## src/rtl/sfir_pkg.sv

```systemverilog
// Shared types for the symmetric-pair FIR datapath.
// Assumes nothing beyond a single clock domain.
package sfir_pkg;

    // Operand interpretation for samples and coefficients.
    typedef enum logic {
        FMT_UNSIGNED = 1'b0,
        FMT_SIGNED   = 1'b1
    } sfir_fmt_e;

    // Control word captured once per clock before it acts.
    typedef struct packed {
        logic hold;
        logic zero_a;
        logic zero_b;
    } sfir_ctl_t;

endpackage

```

## src/rtl/sfir_ctl_reg.sv

```systemverilog
// Control capture register: samples the hold and operand-zero controls
// on every rising edge so that they act one edge later.
// Assumes the controls are synchronous to clk.
module sfir_ctl_reg
    import sfir_pkg::*;
(
    input  logic      clk,
    input  logic      rst_n,
    input  sfir_ctl_t ctl_d,
    output sfir_ctl_t ctl_q
);

    // Register the control word; clear it in reset.
    always_ff @(posedge clk) begin
        if (!rst_n) ctl_q <= '0;
        else        ctl_q <= ctl_d;
    end

endmodule

```

## src/rtl/sfir_delay_line.sv

```systemverilog
// Sample delay line: one input register followed by TAPS stages.
// All registers advance together when adv is high and hold otherwise.
// Assumes adv is already registered by the caller.
module sfir_delay_line #(
    parameter int DW   = 10,
    parameter int TAPS = 8
) (
    input  logic               clk,
    input  logic               rst_n,
    input  logic               adv,
    input  logic [DW-1:0]      din,
    output logic [TAPS*DW-1:0] taps
);

    logic [DW-1:0] in_q;
    logic [DW-1:0] stage [TAPS];

    // Input register: accept a new sample only while advancing.
    always_ff @(posedge clk) begin
        if (!rst_n)   in_q <= '0;
        else if (adv) in_q <= din;
    end

    for (genvar k = 0; k < TAPS; k++) begin : g_stage
        if (k == 0) begin : g_head
            // First stage takes the input register.
            always_ff @(posedge clk) begin
                if (!rst_n)   stage[k] <= '0;
                else if (adv) stage[k] <= in_q;
            end
        end else begin : g_body
            // Later stages take their predecessor.
            always_ff @(posedge clk) begin
                if (!rst_n)   stage[k] <= '0;
                else if (adv) stage[k] <= stage[k-1];
            end
        end
        assign taps[k*DW +: DW] = stage[k];
    end

endmodule

```

## src/rtl/sfir_tap.sv

```systemverilog
// One filter tap: a registered pre-adder of the forward and reverse
// samples, either operand forced to zero on request, followed by a
// registered multiply by the tap coefficient.
// Assumes fmt is static while data flows; the pre-add sum is kept in
// DW+1 raw bits and reinterpreted by fmt at the multiplier.
module sfir_tap
    import sfir_pkg::*;
#(
    parameter int DW  = 10,
    parameter int CW  = 10,
    localparam int PW  = DW + 1,
    localparam int PRW = DW + CW + 3
) (
    input  logic                  clk,
    input  logic                  rst_n,
    input  sfir_fmt_e             fmt,
    input  logic                  zero_a,
    input  logic                  zero_b,
    input  logic [DW-1:0]         fwd,
    input  logic [DW-1:0]         rev,
    input  logic [CW-1:0]         coef,
    output logic [PW-1:0]         psum_q,
    output logic signed [PRW-1:0] prod_q
);

    logic [PW-1:0]        a_ext, b_ext, psum_d;
    logic signed [PW:0]   p_ext;
    logic signed [CW:0]   c_ext;
    logic signed [PRW-1:0] prod_d;

    // Extend both operands by format and apply the zeroing controls.
    always_comb begin
        a_ext  = (fmt == FMT_SIGNED) ? {fwd[DW-1], fwd} : {1'b0, fwd};
        b_ext  = (fmt == FMT_SIGNED) ? {rev[DW-1], rev} : {1'b0, rev};
        if (zero_a) a_ext = '0;
        if (zero_b) b_ext = '0;
        psum_d = a_ext + b_ext;
    end

    // Reinterpret the raw sum and coefficient for a signed multiply.
    always_comb begin
        p_ext  = (fmt == FMT_SIGNED) ? {psum_q[PW-1], psum_q} : {1'b0, psum_q};
        c_ext  = (fmt == FMT_SIGNED) ? {coef[CW-1], coef} : {1'b0, coef};
        prod_d = p_ext * c_ext;
    end

    // Pre-add and product pipeline registers.
    always_ff @(posedge clk) begin
        if (!rst_n) begin
            psum_q <= '0;
            prod_q <= '0;
        end else begin
            psum_q <= psum_d;
            prod_q <= prod_d;
        end
    end

endmodule

```

## src/rtl/sfir_sum.sv

```systemverilog
// Output summer: sign-extends every tap product to the output width,
// adds them and registers the total.
// Assumes OW leaves room for TAPS products without overflow.
module sfir_sum #(
    parameter int TAPS = 8,
    parameter int PRW  = 23,
    parameter int OW   = 28
) (
    input  logic                clk,
    input  logic                rst_n,
    input  logic [TAPS*PRW-1:0] prods,
    output logic [OW-1:0]       y
);

    logic [OW-1:0]  acc;
    logic [PRW-1:0] p;

    // Accumulate the sign-extended products.
    always_comb begin
        acc = '0;
        p   = '0;
        for (int k = 0; k < TAPS; k++) begin
            p   = prods[k*PRW +: PRW];
            acc = acc + {{(OW-PRW){p[PRW-1]}}, p};
        end
    end

    // Register the filter result.
    always_ff @(posedge clk) begin
        if (!rst_n) y <= '0;
        else        y <= acc;
    end

endmodule

```

## src/rtl/sfir_datapath.sv

```systemverilog
// Symmetric-pair FIR datapath top: registered controls, forward and
// reverse delay lines, TAPS pre-add/multiply taps and the output summer.
// Latency from a captured sample to y through tap k is 4+k edges.
// Assumes fmt_signed and coef_bus are quasi-static while filtering.
module sfir_datapath
    import sfir_pkg::*;
#(
    parameter int DW   = 10,
    parameter int CW   = 10,
    parameter int TAPS = 8,
    parameter int OW   = 28
) (
    input  logic               clk,
    input  logic               rst_n,
    input  logic               fmt_signed,
    input  logic               hold,
    input  logic               zero_fwd,
    input  logic               zero_rev,
    input  logic [DW-1:0]      fwd_in,
    input  logic [DW-1:0]      rev_in,
    input  logic [TAPS*CW-1:0] coef_bus,
    output logic [OW-1:0]      y
);

    localparam int PW  = DW + 1;
    localparam int PRW = DW + CW + 3;

    sfir_ctl_t ctl_d, ctl_q;
    sfir_fmt_e fmt;
    logic      hold_q, zf_q, zr_q, adv;
    logic [TAPS*DW-1:0]  fwd_taps, rev_taps;
    logic [TAPS*PW-1:0]  psum_all;
    logic [TAPS*PRW-1:0] prod_all;

    assign ctl_d  = '{hold: hold, zero_a: zero_fwd, zero_b: zero_rev};
    assign hold_q = ctl_q.hold;
    assign zf_q   = ctl_q.zero_a;
    assign zr_q   = ctl_q.zero_b;
    assign adv    = !hold_q;
    assign fmt    = sfir_fmt_e'(fmt_signed);

    sfir_ctl_reg i_ctl (
        .clk   (clk),
        .rst_n (rst_n),
        .ctl_d (ctl_d),
        .ctl_q (ctl_q)
    );

    sfir_delay_line #(.DW(DW), .TAPS(TAPS)) i_fwd_line (
        .clk   (clk),
        .rst_n (rst_n),
        .adv   (adv),
        .din   (fwd_in),
        .taps  (fwd_taps)
    );

    sfir_delay_line #(.DW(DW), .TAPS(TAPS)) i_rev_line (
        .clk   (clk),
        .rst_n (rst_n),
        .adv   (adv),
        .din   (rev_in),
        .taps  (rev_taps)
    );

    for (genvar k = 0; k < TAPS; k++) begin : g_tap
        logic signed [PRW-1:0] prod_k;
        sfir_tap #(.DW(DW), .CW(CW)) i_tap (
            .clk    (clk),
            .rst_n  (rst_n),
            .fmt    (fmt),
            .zero_a (zf_q),
            .zero_b (zr_q),
            .fwd    (fwd_taps[k*DW +: DW]),
            .rev    (rev_taps[k*DW +: DW]),
            .coef   (coef_bus[k*CW +: CW]),
            .psum_q (psum_all[k*PW +: PW]),
            .prod_q (prod_k)
        );
        assign prod_all[k*PRW +: PRW] = prod_k;
    end

    sfir_sum #(.TAPS(TAPS), .PRW(PRW), .OW(OW)) i_sum (
        .clk   (clk),
        .rst_n (rst_n),
        .prods (prod_all),
        .y     (y)
    );

endmodule

```

## config.mk

```make
export PLATFORM = sky130hd
export DESIGN_NAME = sfir_datapath
export DESIGN_NICKNAME = d
export VERILOG_FILES = /design/src/rtl/sfir_pkg.sv /design/src/rtl/sfir_ctl_reg.sv /design/src/rtl/sfir_delay_line.sv /design/src/rtl/sfir_tap.sv /design/src/rtl/sfir_sum.sv /design/src/rtl/sfir_datapath.sv
export SDC_FILE = /design/constraint.sdc
export NUM_CORES = 2
export LEC_CHECK = 0
export BUFFER_PORTS_ARGS = -buffer_cell sky130_fd_sc_hd__buf_2
export CAP_MARGIN = 20
export CELL_PAD_IN_SITES_DETAIL_PLACEMENT = 1
export CELL_PAD_IN_SITES_GLOBAL_PLACEMENT = 1
export CORE_UTILIZATION = 52
export CTS_BUF_LIST = sky130_fd_sc_hd__clkbuf_8
export DETAILED_ROUTE_END_ITERATION = 7
export PLACE_DENSITY = 0.8
export SYNTH_ARGS = -nofsm -noshare
export SYNTH_HDL_FRONTEND = slang
export SYNTH_SLANG_ARGS = --single-unit
```

## constraint.sdc

```tcl
create_clock -name clk -period 7.45 [get_ports clk]
set_clock_uncertainty 0.1 [all_clocks]
set_input_delay 0 -clock clk [delete_from_list [all_inputs] [get_ports clk]]
set_output_delay 0 -clock clk [all_outputs]
set_load 0.03 [all_outputs]
```

==> flow_metrics.env <==
export IMPL_postCtsResizedCells=0
export IMPL_peakVddDrop_v=0.0007947
export IMPL_clock_sinks=483
export IMPL_dp_hpwl_um=147000
export IMPL_worstPathArrival_ns=6.53
export IMPL_area_growth_pct=7.066
export IMPL_drt_pass1_iter_count=5
export IMPL_yosys_area_top_type="fa_1"
export IMPL_gp_congestion=0.9362
export IMPL_hp_class="input pin to register"
export IMPL_finalWorstSetupSlack_ns=1.411
export IMPL_routed_via_density=5.354
export IMPL_drt_iter0_drc=2253
export IMPL_setup_tns_ns=0
export IMPL_synth_most_common_cell="inv_1"
export IMPL_reg2reg_depth=17
export IMPL_cpPeakStageDelay_ns=0.67
export IMPL_final_nets=8642
export IMPL_postCtsSetupBuffers=0
export IMPL_period_needed_ns=6.039
export IMPL_grt_antenna_before_repair=5
export IMPL_ant_nets=0
export IMPL_avgSynthCellArea_um2=9.363
export IMPL_synth_edf_count=160
export IMPL_maxSlewHeadroom_pct=30.84
export IMPL_clock_path_buffers=3
export IMPL_clk_pin_slew_ns=0.06
export IMPL_grt_pass1_wl_um=292500
export IMPL_max_freq_mhz=165.6
export IMPL_drc_errors=0
export IMPL_clk_latency_ns=0.72
export IMPL_netlist_area_um2=63850
export IMPL_syn_instance_count=6820
export IMPL_tritoncts="built"
export IMPL_ios=134
export IMPL_wl_um=180100
export IMPL_final_util_pct=56.17
export IMPL_synth_common_cells="inv_1 (1480), fa_1 (1135), and2_1 (713)"
export IMPL_p_per_area_nw_per_um2=302.0
export IMPL_start_kind="register"
export IMPL_synth_top_area_share_pct=35.58
export IMPL_fin_crit_sh_pct=81.06
export IMPL_core_region_area_um2=121700
export IMPL_row_count=128
export IMPL_hold_violations=0
export IMPL_synth_seq_cells=483
export IMPL_die_y_um=352.4
export IMPL_p_leak_nw=35.10
export IMPL_grt_max_degree=91
export IMPL_portBuffers=133
export IMPL_grtUsageTotal_pct=30.18
export IMPL_min_from="fwd_in[1]"
export IMPL_drt_wirelength_per_cell_um=20.99
export IMPL_fp_dieArea_um2=124200
export IMPL_htree_levels=3
export IMPL_setup_violations=0
export IMPL_worstSetupStartpoint="g_tap[6].i_tap.psum_q[10]"
export IMPL_worstSetupPathType="register to register"
export IMPL_crit_chain="and2_1 -> nand2_1 -> fa_1 -> inv_1 -> fa_1 -> fa_1 -> fa_1 -> inv_1 -> fa_1 -> inv_1 -> ha_1 -> nand3_1 -> a21oi_1 -> nor3_1 -> o31ai_2 -> a2111oi_0 -> or4b_1"
export IMPL_hold_depth=4
export IMPL_slew_viol_final=0
export IMPL_endpoint_kind="register"
export IMPL_preCtsSetupSlack_ns=1.145
export IMPL_async_reset_ff_share_pct=0
export IMPL_synth_cell_type_count=70
export IMPL_syn_nets=8585
export IMPL_crit_fanout=16
export IMPL_rsz0062_at_grt="false"
export IMPL_cts_hold_buf=74
export IMPL_synthFlopType="dfxtp_1"
export IMPL_via_count=45945
export IMPL_synth_seq_area_share_pct=17.65
export IMPL_r2r_start="g_tap[6].i_tap.psum_q[10]"
export IMPL_dieWidth_um=352.4
export IMPL_worst_slew_pin_slew_ns=1.037
export IMPL_start_util_pct=52.46
export IMPL_grt_overflow_total=0
export IMPL_cts_root_buf="clkbuf_8"
export IMPL_status="completed"
export IMPL_worstPathRequired_ns=7.94
export IMPL_synth_warnings=0
export IMPL_grt_pass1_vias=53978
export IMPL_synthTopCellsByArea="fa_1 (36%), ha_1 (10%), dfxtp_1 (10%), inv_1 (8.7%), edfxtp_1 (7.5%)"
export IMPL_cp_common_cell="fa_1"
export IMPL_drive_gt1_share_pct=4.518
export IMPL_numCtsBuffers=85
export IMPL_maxCapViolCount=0
export IMPL_cp_slowest_cell="dfxtp_1"
-- through the flow --
| step | power, W | std cells | hold slack [ns] | cell area, µm² |
|---|---|---|---|---|
| floorplan | 0.01295 | 6820 | 0.02729 | 63850 |
| global placement | 0.01720 | 8340 | 0.1071 | 65770 |
| detailed placement | 0.01769 | 8340 | 0.1157 | 65770 |
| CTS | 0.02055 | 8574 | 0.005641 | 68320 |
| global route | 0.02220 | 8580 | 0.04634 | 68360 |
| finish | 0.02065 | 8581 | 0.03491 | 68360 |
-- worst max-delay path: cells and delay by family (launching register included) --
| kind | cells | cell delay [ns] |
|---|---|---|
| buf+inv | 3 | 0.14 |
| flops | 1 | 0.67 |
| fa+ha+maj | 6 | 2.83 |
| compound gates | 3 | 0.87 |
| simple gates | 5 | 1.29 |
-- sequential cells by signal, indices dropped and copies added, names as in the netlist --
register and flops:
i_rev_line.stage 80, i_rev_line.in_q 10, i_sum.y 28, g_tap.i_tap.psum_q 88
g_tap.i_tap.prod_q 184, i_ctl.ctl_q 3, i_fwd_line.in_q 10, i_fwd_line.stage 80
-- final timing paths --
path	endpoint	slack [ns]
min reg2reg	i_fwd_line.in_q[9]	0.38
min	i_fwd_line.in_q[1]	0.03
max	g_tap[6].i_tap.prod_q[20]	1.41
max reg2reg	g_tap[6].i_tap.prod_q[20]	1.41
-- metal layers --
layer / up-vias / track usage (%) / part of all wire, %
met3: 399 / 2.603 / 3.2
met5: - / 0 / 0.015
met4: 4 / 14.31 / 5.3
met1: 23880 / 35.50 / 39
li1: 20673 / - / -
met2: 989 / 55.33 / 53
-- report_power, final --
group	leakage [nW]	switching [W]	internal, W	total [W]
sequential	4.52	0.000491	0.00322	0.00371
combinational	29.5	0.00902	0.00529	0.0143
clock	1.04	0.00123	0.00140	0.00262
total	35.1	0.0107	0.00991	0.0206
-- cell type report --
class	instances	area, µm²
antenna	6	15.01
clock inverter	55	362.8
multi-input combinational	4598	46070
inverter	1481	5567
timing repair buffer	228	1599
clock buffer	105	1445
sequential	483	11270
fill	13986	53350
tap	1625	2033
-- logic make-up after synthesis --
logic type,Yosys count,synth area share (%)
flops,483,17.65
buf+inv,1739,10.22
xor+xnor,231,3.169
mux,26,0.4076
compound gates,520,5.214
simple gates,2162,17.48
fa+ha+maj,1659,45.85
-- cell usage in the layout, fill, tap and decap left out, types with 105 or more instances in the layout --
cell type,count
inv_1,1509
and2_1,713
fa_1,1135
dfxtp_1,321
buf_2,132
clkbuf_8,105
nand2_1,576
ha_1,524
nor2_1,321
edfxtp_1,160
o21ai_0,125
nor2b_1,185
a21oi_1,153
xnor2_1,162
(Power assumes the default switching activity.)
